$ cat src/rtl/acc_alu_pkg.sv
package acc_alu_pkg;

  typedef enum logic [2:0] {
    OP_ADD  = 3'd0,
    OP_ADDC = 3'd1,
    OP_SUBB = 3'd2,
    OP_MUL  = 3'd3,
    OP_DIV  = 3'd4,
    OP_DADJ = 3'd5,
    OP_RSV6 = 3'd6,
    OP_RSV7 = 3'd7
  } alu_op_e;

  typedef struct packed {
    logic cy;
    logic ac;
    logic ov;
  } alu_flags_t;

endpackage

$ cat src/rtl/acc_alu_addsub.sv
module acc_alu_addsub #(
  parameter int unsigned W = 8
) (
  input  logic                    sub_i,
  input  logic                    use_cy_i,
  input  logic [W-1:0]            a_i,
  input  logic [W-1:0]            b_i,
  input  logic                    cy_i,
  output logic [W-1:0]            res_o,
  output acc_alu_pkg::alu_flags_t flags_o
);
  localparam int unsigned H = W / 2;

  logic [W-1:0] b_eff;
  logic         cin;
  logic [H:0]   lo_sum;
  logic [W-1:0] mid_sum;
  logic [W:0]   full_sum;

  // Subtraction as a + ~b + ~borrow; carries come out inverted.
  always_comb begin
    b_eff    = sub_i ? ~b_i : b_i;
    cin      = sub_i ? ~(use_cy_i & cy_i) : (use_cy_i & cy_i);
    lo_sum   = {1'b0, a_i[H-1:0]} + {1'b0, b_eff[H-1:0]} + {{H{1'b0}}, cin};
    mid_sum  = {1'b0, a_i[W-2:0]} + {1'b0, b_eff[W-2:0]} + {{(W-1){1'b0}}, cin};
    full_sum = {1'b0, a_i} + {1'b0, b_eff} + {{W{1'b0}}, cin};
    res_o      = full_sum[W-1:0];
    flags_o.cy = full_sum[W] ^ sub_i;
    flags_o.ac = lo_sum[H] ^ sub_i;
    flags_o.ov = full_sum[W] ^ mid_sum[W-1];
  end

endmodule

$ cat src/rtl/acc_alu_dadj.sv
module acc_alu_dadj #(
  parameter int unsigned W = 8
) (
  input  logic [W-1:0] a_i,
  input  logic         cy_i,
  input  logic         ac_i,
  output logic [W-1:0] res_o,
  output logic         cy_o
);
  logic [W:0] step1;
  logic [W:0] step2;
  logic       c1;
  logic       fix_hi;

  always_comb begin
    step1 = {1'b0, a_i};
    if (a_i[3:0] > 4'd9 || ac_i) step1 = {1'b0, a_i} + (W+1)'(6);
    c1     = step1[W];
    fix_hi = (step1[W-1:4] > (W-4)'(9)) || cy_i || c1;
    step2  = {1'b0, step1[W-1:0]};
    if (fix_hi) step2 = {1'b0, step1[W-1:0]} + (W+1)'(8'h60);
    res_o = step2[W-1:0];
    cy_o  = cy_i | c1 | step2[W];
  end

endmodule

$ cat src/rtl/acc_alu_mul.sv
module acc_alu_mul #(
  parameter int unsigned W = 8
) (
  input  logic           clk_i,
  input  logic           rst_ni,
  input  logic           start_i,
  input  logic [W-1:0]   a_i,
  input  logic [W-1:0]   b_i,
  output logic           done_o,
  output logic [2*W-1:0] prod_o
);
  localparam int unsigned CW = $clog2(W + 1);

  logic [CW-1:0]  cnt_q;
  logic [W-1:0]   mc_q;
  logic [2*W-1:0] p_q;
  logic [W:0]     sum;
  logic [2*W-1:0] p_nxt;

  always_comb begin
    sum   = {1'b0, p_q[2*W-1:W]} + (p_q[0] ? {1'b0, mc_q} : '0);
    p_nxt = {sum, p_q[W-1:1]};
  end

  always_ff @(posedge clk_i or negedge rst_ni) begin
    if (!rst_ni) begin
      cnt_q  <= '0;
      mc_q   <= '0;
      p_q    <= '0;
      done_o <= 1'b0;
    end else begin
      done_o <= 1'b0;
      if (start_i) begin
        p_q   <= {{W{1'b0}}, b_i};
        mc_q  <= a_i;
        cnt_q <= CW'(W);
      end else if (cnt_q != '0) begin
        p_q   <= p_nxt;
        cnt_q <= cnt_q - 1'b1;
        if (cnt_q == CW'(1)) done_o <= 1'b1;
      end
    end
  end

  assign prod_o = p_q;

  AST_MUL_DONE_AT_END: assert property (@(posedge clk_i) disable iff (!rst_ni)
    done_o |-> cnt_q == '0);

endmodule

$ cat src/rtl/acc_alu_div.sv
module acc_alu_div #(
  parameter int unsigned W = 8
) (
  input  logic         clk_i,
  input  logic         rst_ni,
  input  logic         start_i,
  input  logic [W-1:0] num_i,
  input  logic [W-1:0] den_i,
  output logic         done_o,
  output logic [W-1:0] quo_o,
  output logic [W-1:0] rem_o,
  output logic         dz_o
);
  localparam int unsigned CW = $clog2(W + 1);

  logic [CW-1:0] cnt_q;
  logic [W-1:0]  q_q;
  logic [W-1:0]  r_q;
  logic [W-1:0]  d_q;
  logic [W:0]    shifted;
  logic [W:0]    diff;

  always_comb begin
    shifted = {r_q, q_q[W-1]};
    diff    = shifted - {1'b0, d_q};
  end

  always_ff @(posedge clk_i or negedge rst_ni) begin
    if (!rst_ni) begin
      cnt_q  <= '0;
      q_q    <= '0;
      r_q    <= '0;
      d_q    <= '0;
      done_o <= 1'b0;
    end else begin
      done_o <= 1'b0;
      if (start_i) begin
        q_q   <= num_i;
        r_q   <= '0;
        d_q   <= den_i;
        cnt_q <= CW'(W);
      end else if (cnt_q != '0) begin
        if (!diff[W]) begin
          r_q <= diff[W-1:0];
          q_q <= {q_q[W-2:0], 1'b1};
        end else begin
          r_q <= shifted[W-1:0];
          q_q <= {q_q[W-2:0], 1'b0};
        end
        cnt_q <= cnt_q - 1'b1;
        if (cnt_q == CW'(1)) done_o <= 1'b1;
      end
    end
  end

  assign quo_o = q_q;
  assign rem_o = r_q;
  assign dz_o  = (d_q == '0);

  AST_DIV_REM_BOUND: assert property (@(posedge clk_i) disable iff (!rst_ni)
    (cnt_q != '0 && d_q != '0) |-> r_q < d_q);

endmodule

$ cat src/rtl/acc_alu.sv
module acc_alu #(
  parameter int unsigned DW = 8
) (
  input  logic          clk_i,
  input  logic          rst_ni,
  input  logic          start_i,
  input  logic [2:0]    op_i,
  input  logic [DW-1:0] a_i,
  input  logic [DW-1:0] b_i,
  input  logic          cy_i,
  input  logic          ac_i,
  output logic [DW-1:0] a_o,
  output logic [DW-1:0] b_o,
  output logic          cy_o,
  output logic          ac_o,
  output logic          ov_o,
  output logic          busy_o,
  output logic          done_o
);
  import acc_alu_pkg::*;

  alu_op_e    op_w;
  alu_op_e    op_q;
  logic       busy_q;
  logic       done_q;
  logic       ac_keep_q;
  logic [DW-1:0] a_q;
  logic [DW-1:0] b_q;
  alu_flags_t    flags_q;

  logic          accept;
  logic          mul_go;
  logic          div_go;
  logic [DW-1:0] as_res;
  alu_flags_t    as_flags;
  logic [DW-1:0] da_res;
  logic          da_cy;
  logic          mul_done;
  logic [2*DW-1:0] prod;
  logic          div_done;
  logic [DW-1:0] quo;
  logic [DW-1:0] rem;
  logic          div_zero;

  assign op_w   = alu_op_e'(op_i);
  assign accept = start_i && !busy_q;
  assign mul_go = accept && (op_w == OP_MUL);
  assign div_go = accept && (op_w == OP_DIV);

  acc_alu_addsub #(.W(DW)) u_addsub (
    .sub_i   (op_w == OP_SUBB),
    .use_cy_i(op_w != OP_ADD),
    .a_i     (a_i),
    .b_i     (b_i),
    .cy_i    (cy_i),
    .res_o   (as_res),
    .flags_o (as_flags)
  );

  acc_alu_dadj #(.W(DW)) u_dadj (
    .a_i  (a_i),
    .cy_i (cy_i),
    .ac_i (ac_i),
    .res_o(da_res),
    .cy_o (da_cy)
  );

  acc_alu_mul #(.W(DW)) u_mul (
    .clk_i  (clk_i),
    .rst_ni (rst_ni),
    .start_i(mul_go),
    .a_i    (a_i),
    .b_i    (b_i),
    .done_o (mul_done),
    .prod_o (prod)
  );

  acc_alu_div #(.W(DW)) u_div (
    .clk_i  (clk_i),
    .rst_ni (rst_ni),
    .start_i(div_go),
    .num_i  (a_i),
    .den_i  (b_i),
    .done_o (div_done),
    .quo_o  (quo),
    .rem_o  (rem),
    .dz_o   (div_zero)
  );

  always_ff @(posedge clk_i or negedge rst_ni) begin
    if (!rst_ni) begin
      op_q      <= OP_ADD;
      busy_q    <= 1'b0;
      done_q    <= 1'b0;
      ac_keep_q <= 1'b0;
      a_q       <= '0;
      b_q       <= '0;
      flags_q   <= '0;
    end else begin
      done_q <= 1'b0;
      if (busy_q) begin
        if (op_q == OP_MUL && mul_done) begin
          a_q     <= prod[DW-1:0];
          b_q     <= prod[2*DW-1:DW];
          flags_q <= '{cy: 1'b0, ac: ac_keep_q, ov: |prod[2*DW-1:DW]};
          busy_q  <= 1'b0;
          done_q  <= 1'b1;
        end else if (op_q == OP_DIV && div_done) begin
          a_q     <= quo;
          b_q     <= rem;
          flags_q <= '{cy: 1'b0, ac: ac_keep_q, ov: div_zero};
          busy_q  <= 1'b0;
          done_q  <= 1'b1;
        end
      end else if (start_i) begin
        op_q <= op_w;
        unique case (op_w)
          OP_ADD, OP_ADDC, OP_SUBB: begin
            a_q     <= as_res;
            b_q     <= b_i;
            flags_q <= as_flags;
            done_q  <= 1'b1;
          end
          OP_DADJ: begin
            a_q     <= da_res;
            b_q     <= b_i;
            flags_q <= '{cy: da_cy, ac: ac_i, ov: 1'b0};
            done_q  <= 1'b1;
          end
          OP_MUL, OP_DIV: begin
            ac_keep_q <= ac_i;
            busy_q    <= 1'b1;
          end
          default: done_q <= 1'b1;
        endcase
      end
    end
  end

  assign a_o    = a_q;
  assign b_o    = b_q;
  assign cy_o   = flags_q.cy;
  assign ac_o   = flags_q.ac;
  assign ov_o   = flags_q.ov;
  assign busy_o = busy_q;
  assign done_o = done_q;

  AST_BUSY_DONE_EXCL: assert property (@(posedge clk_i) disable iff (!rst_ni)
    busy_o |-> !done_o);
  AST_BUSY_HOLDS: assert property (@(posedge clk_i) disable iff (!rst_ni)
    busy_o |=> (busy_o || done_o));
  AST_RESULT_STABLE: assert property (@(posedge clk_i) disable iff (!rst_ni)
    !done_o |-> ($stable(a_o) && $stable(b_o) && $stable(cy_o) && $stable(ov_o)));
  AST_MUL_FLAGS: assert property (@(posedge clk_i) disable iff (!rst_ni)
    (done_o && op_q == OP_MUL) |-> (!cy_o && (ov_o == (b_o != '0))));
  AST_DIV_NO_CY: assert property (@(posedge clk_i) disable iff (!rst_ni)
    (done_o && op_q == OP_DIV) |-> !cy_o);
  AST_DADJ_KEEP_CY: assert property (@(posedge clk_i) disable iff (!rst_ni)
    (done_o && op_q == OP_DADJ && $past(cy_i)) |-> cy_o);

endmodule

$ cat config.mk
export PLATFORM = sky130hd
export DESIGN_NAME = acc_alu
export DESIGN_NICKNAME = d
export VERILOG_FILES = /design/src/rtl/acc_alu_pkg.sv /design/src/rtl/acc_alu_addsub.sv /design/src/rtl/acc_alu_dadj.sv /design/src/rtl/acc_alu_mul.sv /design/src/rtl/acc_alu_div.sv /design/src/rtl/acc_alu.sv
export SDC_FILE = /design/constraint.sdc
export NUM_CORES = 1
export LEC_CHECK = 0
export ABC_AREA = 0
export BUFFER_PORTS_ARGS = -buffer_cell sky130_fd_sc_hd__buf_2
export CAP_MARGIN = 20
export CORE_MARGIN = 5
export CORE_UTILIZATION = 51
export DETAILED_ROUTE_END_ITERATION = 7
export GPL_TIMING_DRIVEN = 0
export PLACE_DENSITY = 0.69
export SYNTH_ARGS = -nofsm -noshare
export SYNTH_HDL_FRONTEND = slang
export SYNTH_HIERARCHICAL = 1
export SYNTH_SLANG_ARGS = --single-unit
export TNS_END_PERCENT = 5
$ cat constraint.sdc
create_clock -name clk_i -period 3.5 [get_ports clk_i]
set_input_delay 0.35 -clock clk_i [delete_from_list [all_inputs] [get_ports clk_i]]
set_output_delay 0.35 -clock clk_i [all_outputs]
set_load 0.05 [all_outputs]
==> results of run 1 <==
## synthesized netlist by cell type, types with 12 or more instances
| library cell | count |
|---|---|
| dfrtp_1 | 83 |
| nand2_1 | 51 |
| mux2i_1 | 46 |
| nor2_1 | 36 |
| ha_1 | 31 |
| inv_1 | 29 |
| o21ai_0 | 25 |
| a21oi_1 | 20 |
| mux2_2 | 20 |
| xor2_1 | 17 |
| xnor2_1 | 15 |
| a211oi_1 | 13 |
| and2_1 | 13 |
| clkbuf_1 | 13 |
| o21ai_1 | 13 |
| mux2_4 | 12 |
## layout make-up
class	count	area [um^2]
Fill cell	980	4670
Multi-Input combinational cell	454	3470
Sequential cell	83	2080
Timing Repair Buffer	45	255
Clock buffer	11	243
Tap cell	143	179
Buffer	28	156
Inverter	29	109
Clock inverter	5	108
## layer usage
layer  wire [um]  GRT usage (%)  vias up
met5           0              0        -
met4         307           7.65        0
met3         713           4.99       28
met2        7430           38.6      127
met1        6800           31.5     2313
li1            -              -     2258
## cell usage in the layout, fill, tap and decap left out, types with 14 or more instances in the layout
cell and count:
xnor2_1 15, inv_1 29, a21oi_1 20, o21ai_0 25, dfrtp_1 83, mux2i_1 46
buf_2 49, nand2_1 51, ha_1 31, nor2_1 36, mux2_2 20, xor2_1 17
clkbuf_1 14
## registers in the layout (all words and copies together) (netlist names)
| name | cells |
|---|---|
| ov_o | 1 |
| u_mul/done_o | 1 |
| u_div/quo_o | 8 |
| u_div/d_q | 8 |
| u_div/done_o | 1 |
| op_q | 3 |
| u_mul/mc_q | 8 |
| busy_o | 1 |
| done_o | 1 |
| u_mul/prod_o | 16 |
| b_o | 8 |
| u_div/rem_o | 8 |
| u_div/cnt_q | 4 |
| cy_o | 1 |
| ac_keep_q | 1 |
| ac_o | 1 |
| u_mul/cnt_q | 4 |
| a_o | 8 |
## power groups by stage
stage	sequential [W]	combinational, W	clock [W]
6_report	0.00187	0.00350	0.00112
5_1_grt	0.00193	0.00382	0.00118
4_1_cts	0.00186	0.00349	0.00114
3_5_place_dp	0.00187	0.00345	0
3_3_place_gp	0.00185	0.00334	0
2_1_floorplan	0.00215	0.00235	0
## worst max-delay path, stage by stage
cell	delay [ns]
buf_2	0.14
nand2b_1	0.16
nor2_1	0.18
clkbuf_4	0.28
xnor2_1	0.12
fa_1	0.43
fa_1	0.41
nand2b_1	0.18
a21oi_2	0.27
a221o_1	0.23
a21oi_2	0.08
xor2_1	0.14
nand3b_1	0.14
o21ai_0	0.11
mux2_4	0.26
## worst min path at each step
| stage | end |
|---|---|
| floorplan | a_o[0] |
| global placement | u_div/cnt_q[3] |
| detailed placement | op_q[2] |
| CTS | ac_keep_q |
| global route | ac_keep_q |
| finish | ac_keep_q |
## metrics by stage
stage	hold slack, ns	cell area [um^2]	total power [W]	TNS [ns]
after global routing	0.220	6600	0.00693	0
after floorplan	0.0544	5810	0.00450	0
final	0.214	6600	0.00650	0
after CTS	0.206	6600	0.00649	0
after global placement	0.476	6210	0.00519	-0.0861
after detailed placement	0.221	6240	0.00532	-0.340
## timing repair
action	4_1_cts	5_1_grt
endpoints found under the setup margin	0	1
resized for setup	0	1
endpoints found under the hold margin	12	0
hold buffers	1	0
## logic make-up (layout without fill, tap and decap cells)
family,after synthesis,count (layout),share of synthesized area [%]
DFF,83,83,35.7
adders and majority gates,35,35,8.05
muxes,79,79,15.1
buffers and inverters,57,118,4.52
and+or+nand+nor,177,177,16.2
xor gates and xnor gates,32,32,4.82
AOI/OAI and AO/OA,131,131,15.6
==> results.toml, run 1 <==
[power]
power.switching_w = 0.00284
sw_frac_of_total_pct = 43.7
share_clk_of_total_power_pct = 17.3
power.density_cell_area_nw_per_um2 = 984
seqPwrFrac_pct = 28.7
power_frac_comb_pct = 53.9
total_leakage_power_nw = 3.07
p_int_w = 0.00366
ir_drop_mv = 0.482

[logic_synthesis]
mappedNetlistArea_um2 = 5810
synth_cells = 594
synth_edf_count = 0
ys_warn_count = 6
syn_area_per_cell_um2 = 9.79
seq_area_frac_synth_pct = 35.7
synthArstFlopShare_pct = 100
ys_ff_latch = 83
yosysTopAreaCellShare_pct = 35.7
synth_cell_types = 76
synth_top_area_cell = "dfrtp_1"
yosys-top-cells-area = "dfrtp_1 (36%), mux2i_1 (7.9%), ha_1 (6.7%), mux2_2 (3.9%), nand2_1 (3.3%)"
synth_fp_nets = 653
ys.flop_type = "dfrtp_1"

[timing]
final-max-slew-violation-count = 0
timing.slew.headroom_pct = 54.6
worstMarginPinSlew_ns = 0.674
final.period_utilization_pct = 92.6
clock_skew_ns = 0.0106
rsz0062_at_grt = "no"
hold_violations = 0
finalCriticalPeriod_ns = 3.24
fin_ws_ns = 0.258
max_freq_ghz = 0.308
setup_violations = 0

[critical_path]
crit_path_max_fanout = 10
reg2reg_depth = 10
r2r_end = "u_div/rem_o[2]"
r2r_setup_slack_ns = 0.93
endpoint_kind = "flip-flop"
cp.required_ns = 3.74
critPathKind = "in2reg"
reg2reg_from = "u_div/quo_o[7]"
arrival_ns = 3.48
cp-endpoint = "ov_o"
cp-start-kind = "input port"
critPathLaunch = "op_i[2]"

[route]
routed-via-count = 4726
drt_iter0_drc = 405
drt_wl_total_um = 15200
wl_per_cell_um = 19.1
via_per_inst = 5.92
final_antenna_net_count = 0
drc = 0
drt_first_pass_iters = 5

[cells_and_area]
layout.nets = 709
drive_above_1_share_pct = 19.5
syn2layout_area_growth_pct = 13.5
antenna_cells = 0
final_util_pct = 58.6
fin_cells = 798

[floorplanning]
die-area_um2 = 13600
start_util_pct = 51.6
die_w_um = 117
die_h_um = 117
io_pins = 45
core_area_um2 = 11300
rows = 39

[placed_design]
dp_slack_ns = -0.168
port_buffers = 43
dpl.hpwl_um = 11400
dp.cells = 781
place.gp.congestion = 0.864

[min_path]
min_path_cells = 2
min_from = "op_i[0]"
hold_class = "in2reg"

[global_routing]
grt_pass1_vias = 4819
overflow = 0
track_usage_pct = 23.6
antenna_found_initial = 0
grt_max_degree = 72
grt_first_pass_wirelength_um = 24800

[clock_network]
clk_latency_ns = 0.35
clock_sinks = 83
numCtsBuffers = 9
post-cts-setup-buffers = 0
clockBufferDepth = 2
path_clk_slew_ns = 0.07
htreeDepth = 3
cts_tree = "yes"
cts-root-buf = "clkbuf_16"

[status]
status = "finished, final reports clean"

[flow_run]
drv_cap = 0
No activity file was read; power rests on OpenSTA's default activity.
==> inputs of run 2 (changes only) <==
--- a/config.mk
+++ b/config.mk
@@ -11,6 +11,7 @@
 export CORE_MARGIN = 5
 export CORE_UTILIZATION = 51
 export DETAILED_ROUTE_END_ITERATION = 7
+export GPL_ROUTABILITY_DRIVEN = 1
 export GPL_TIMING_DRIVEN = 0
 export PLACE_DENSITY = 0.69
 export SYNTH_ARGS = -nofsm -noshare
==> constraint.sdc (replaced) <==
create_clock -name clk_i -period 3.8 [get_ports clk_i]
set_input_delay 0.38 -clock clk_i [delete_from_list [all_inputs] [get_ports clk_i]]
set_output_delay 0.38 -clock clk_i [all_outputs]
set_load 0.05 [all_outputs]
==> results.toml, run 2 (synthesis gave the netlist of run 1 again) <==
[global_routing]
track_usage_pct = 23.6
grt_max_degree = 72
antenna_found_initial = 0
grt_pass1_vias = 4819
grt_first_pass_wirelength_um = 24800
overflow = 0

[cells_and_area]
layout.nets = 709
fillCellCount = 982
layout.cells.most_common = "dfrtp_1"
syn2layout_area_growth_pct = 13.5
final_cell_mix = "dfrtp_1 (83), nand2_1 (51), buf_2 (50)"
antenna_cells = 0
drive_above_1_share_pct = 19.5
largest_reg_flops = 16

[clock_network]
path_clk_slew_ns = 0.07
clockBufferDepth = 2
post-cts-setup-buffers = 0
clk_latency_ns = 0.35
post_cts_resize_count = 0
cts_tree = "yes"
clock_sinks = 83
htreeDepth = 3
numCtsBuffers = 9
cts-root-buf = "clkbuf_16"

[timing]
max_freq_ghz = 0.299
hold_violations = 0
rsz0062_at_grt = "no"
worstMarginPinSlew_ns = 0.677
final.period_utilization_pct = 88.1
clock_skew_ns = 0.0113
fin_tns_setup_ns = 0
final-max-slew-violation-count = 0
timing.slew.headroom_pct = 54.4
setup_violations = 0
timing.hold.ws_ns = 0.243
finalCriticalPeriod_ns = 3.35

[critical_path]
reg2reg_from = "u_div/quo_o[7]"
reg2reg_depth = 10
r2r_setup_slack_ns = 1.24
endpoint_kind = "flip-flop"
critPathBufInv = 2
crit_chain = "buf_2 > nand2b_1 > nor2_1 > buf_2 > xnor2_1 > fa_1 > fa_1 > nand2b_1 > a21oi_2 > a221o_1 > a21oi_2 > xor2_1 > nand3b_1 > o21ai_0 > mux2_4"
cp-start-kind = "input port"
critPathSlowestCell = "fa_1"
arrival_ns = 3.58
critPathLaunch = "op_i[2]"
crit_path_max_fanout = 10
cp.required_ns = 4.04
cp.depth = 15
worst_path_largest_cell_delay_ns = 0.44
critPathKind = "in2reg"
cp_top_family = "adder cells"

[placed_design]
place.gp.congestion = 0.864
port_buffers = 43
dpl.hpwl_um = 11400

[floorplanning]
start_util_pct = 51.6
die-area_um2 = 13600
io_pins = 45
die_w_um = 117
die_h_um = 117
rows = 39
core_area_um2 = 11300

[route]
routed-via-count = 4756
drt_iter0_drc = 420
final_antenna_net_count = 0
via_per_inst = 5.96
drt_first_pass_iters = 5
wl_per_cell_um = 19.2
drt_wl_total_um = 15300
drc = 0

[status]
status = "finished, final reports clean"

[min_path]
min_from = "op_i[0]"
min_path_cells = 2
hold_class = "in2reg"

[power]
power.density_cell_area_nw_per_um2 = 907
ir_drop_mv = 0.442
total_leakage_power_nw = 3.07

[flow_run]
drv_cap = 0
[run 2: final cells by class]
type,count,area (um^2),share of cell area [%]
Timing Repair Buffer,45,255,3.87
Multi-Input combinational cell,454,3470,52.7
Clock inverter,5,108,1.63
Buffer,28,154,2.33
Tap cell,143,179,2.71
Clock buffer,11,243,3.68
Sequential cell,83,2080,31.5
Inverter,29,109,1.65
[run 2: timing repair]
| item | in CTS | in global routing |
|---|---|---|
| endpoints found under the hold margin | 12 | 0 |
| hold buffers | 1 | 0 |
| endpoints found under the setup margin | 0 | 0 |
[run 2: metrics by stage]
stage	instance area, um^2	worst slack, ns	total power [W]	util (%)	cells
after floorplan	5810	0.662	0.00414	-	594
after global placement	6210	0.184	0.00478	55.1	780
after detailed placement	6240	0.102	0.00490	55.3	781
after CTS	6600	0.479	0.00598	58.5	798
after global routing	6600	0.263	0.00638	58.5	798
final	6600	0.454	0.00598	58.5	798
[run 2: worst paths after layout]
path | endpoint
setup reg to reg | u_div/rem_o[2]
max in group asynchronous | u_mul/prod_o[4]
hold / removal | ac_keep_q
min in group asynchronous | u_mul/done_o
hold reg to reg | u_mul/mc_q[2]
setup / recovery | ov_o
[run 2: routing by layer]
layer | vias up | global-route usage (%) | share of wire [%]
li1 | 2256 | - | -
met1 | 2318 | 31.5 | 44
met2 | 150 | 38.6 | 49
met3 | 32 | 4.99 | 5.0
met4 | 0 | 7.65 | 2.1
met5 | - | 0 | 0
[run 2: power breakdown]
| part | internal (W) | leakage, nW | switching (W) |
|---|---|---|---|
| combinational | 0.00136 | 1.91 | 0.00187 |
| clock | 0.000664 | 0.170 | 0.000373 |
| sequential | 0.00134 | 0.998 | 0.000378 |
| total | 0.00337 | 3.07 | 0.00262 |
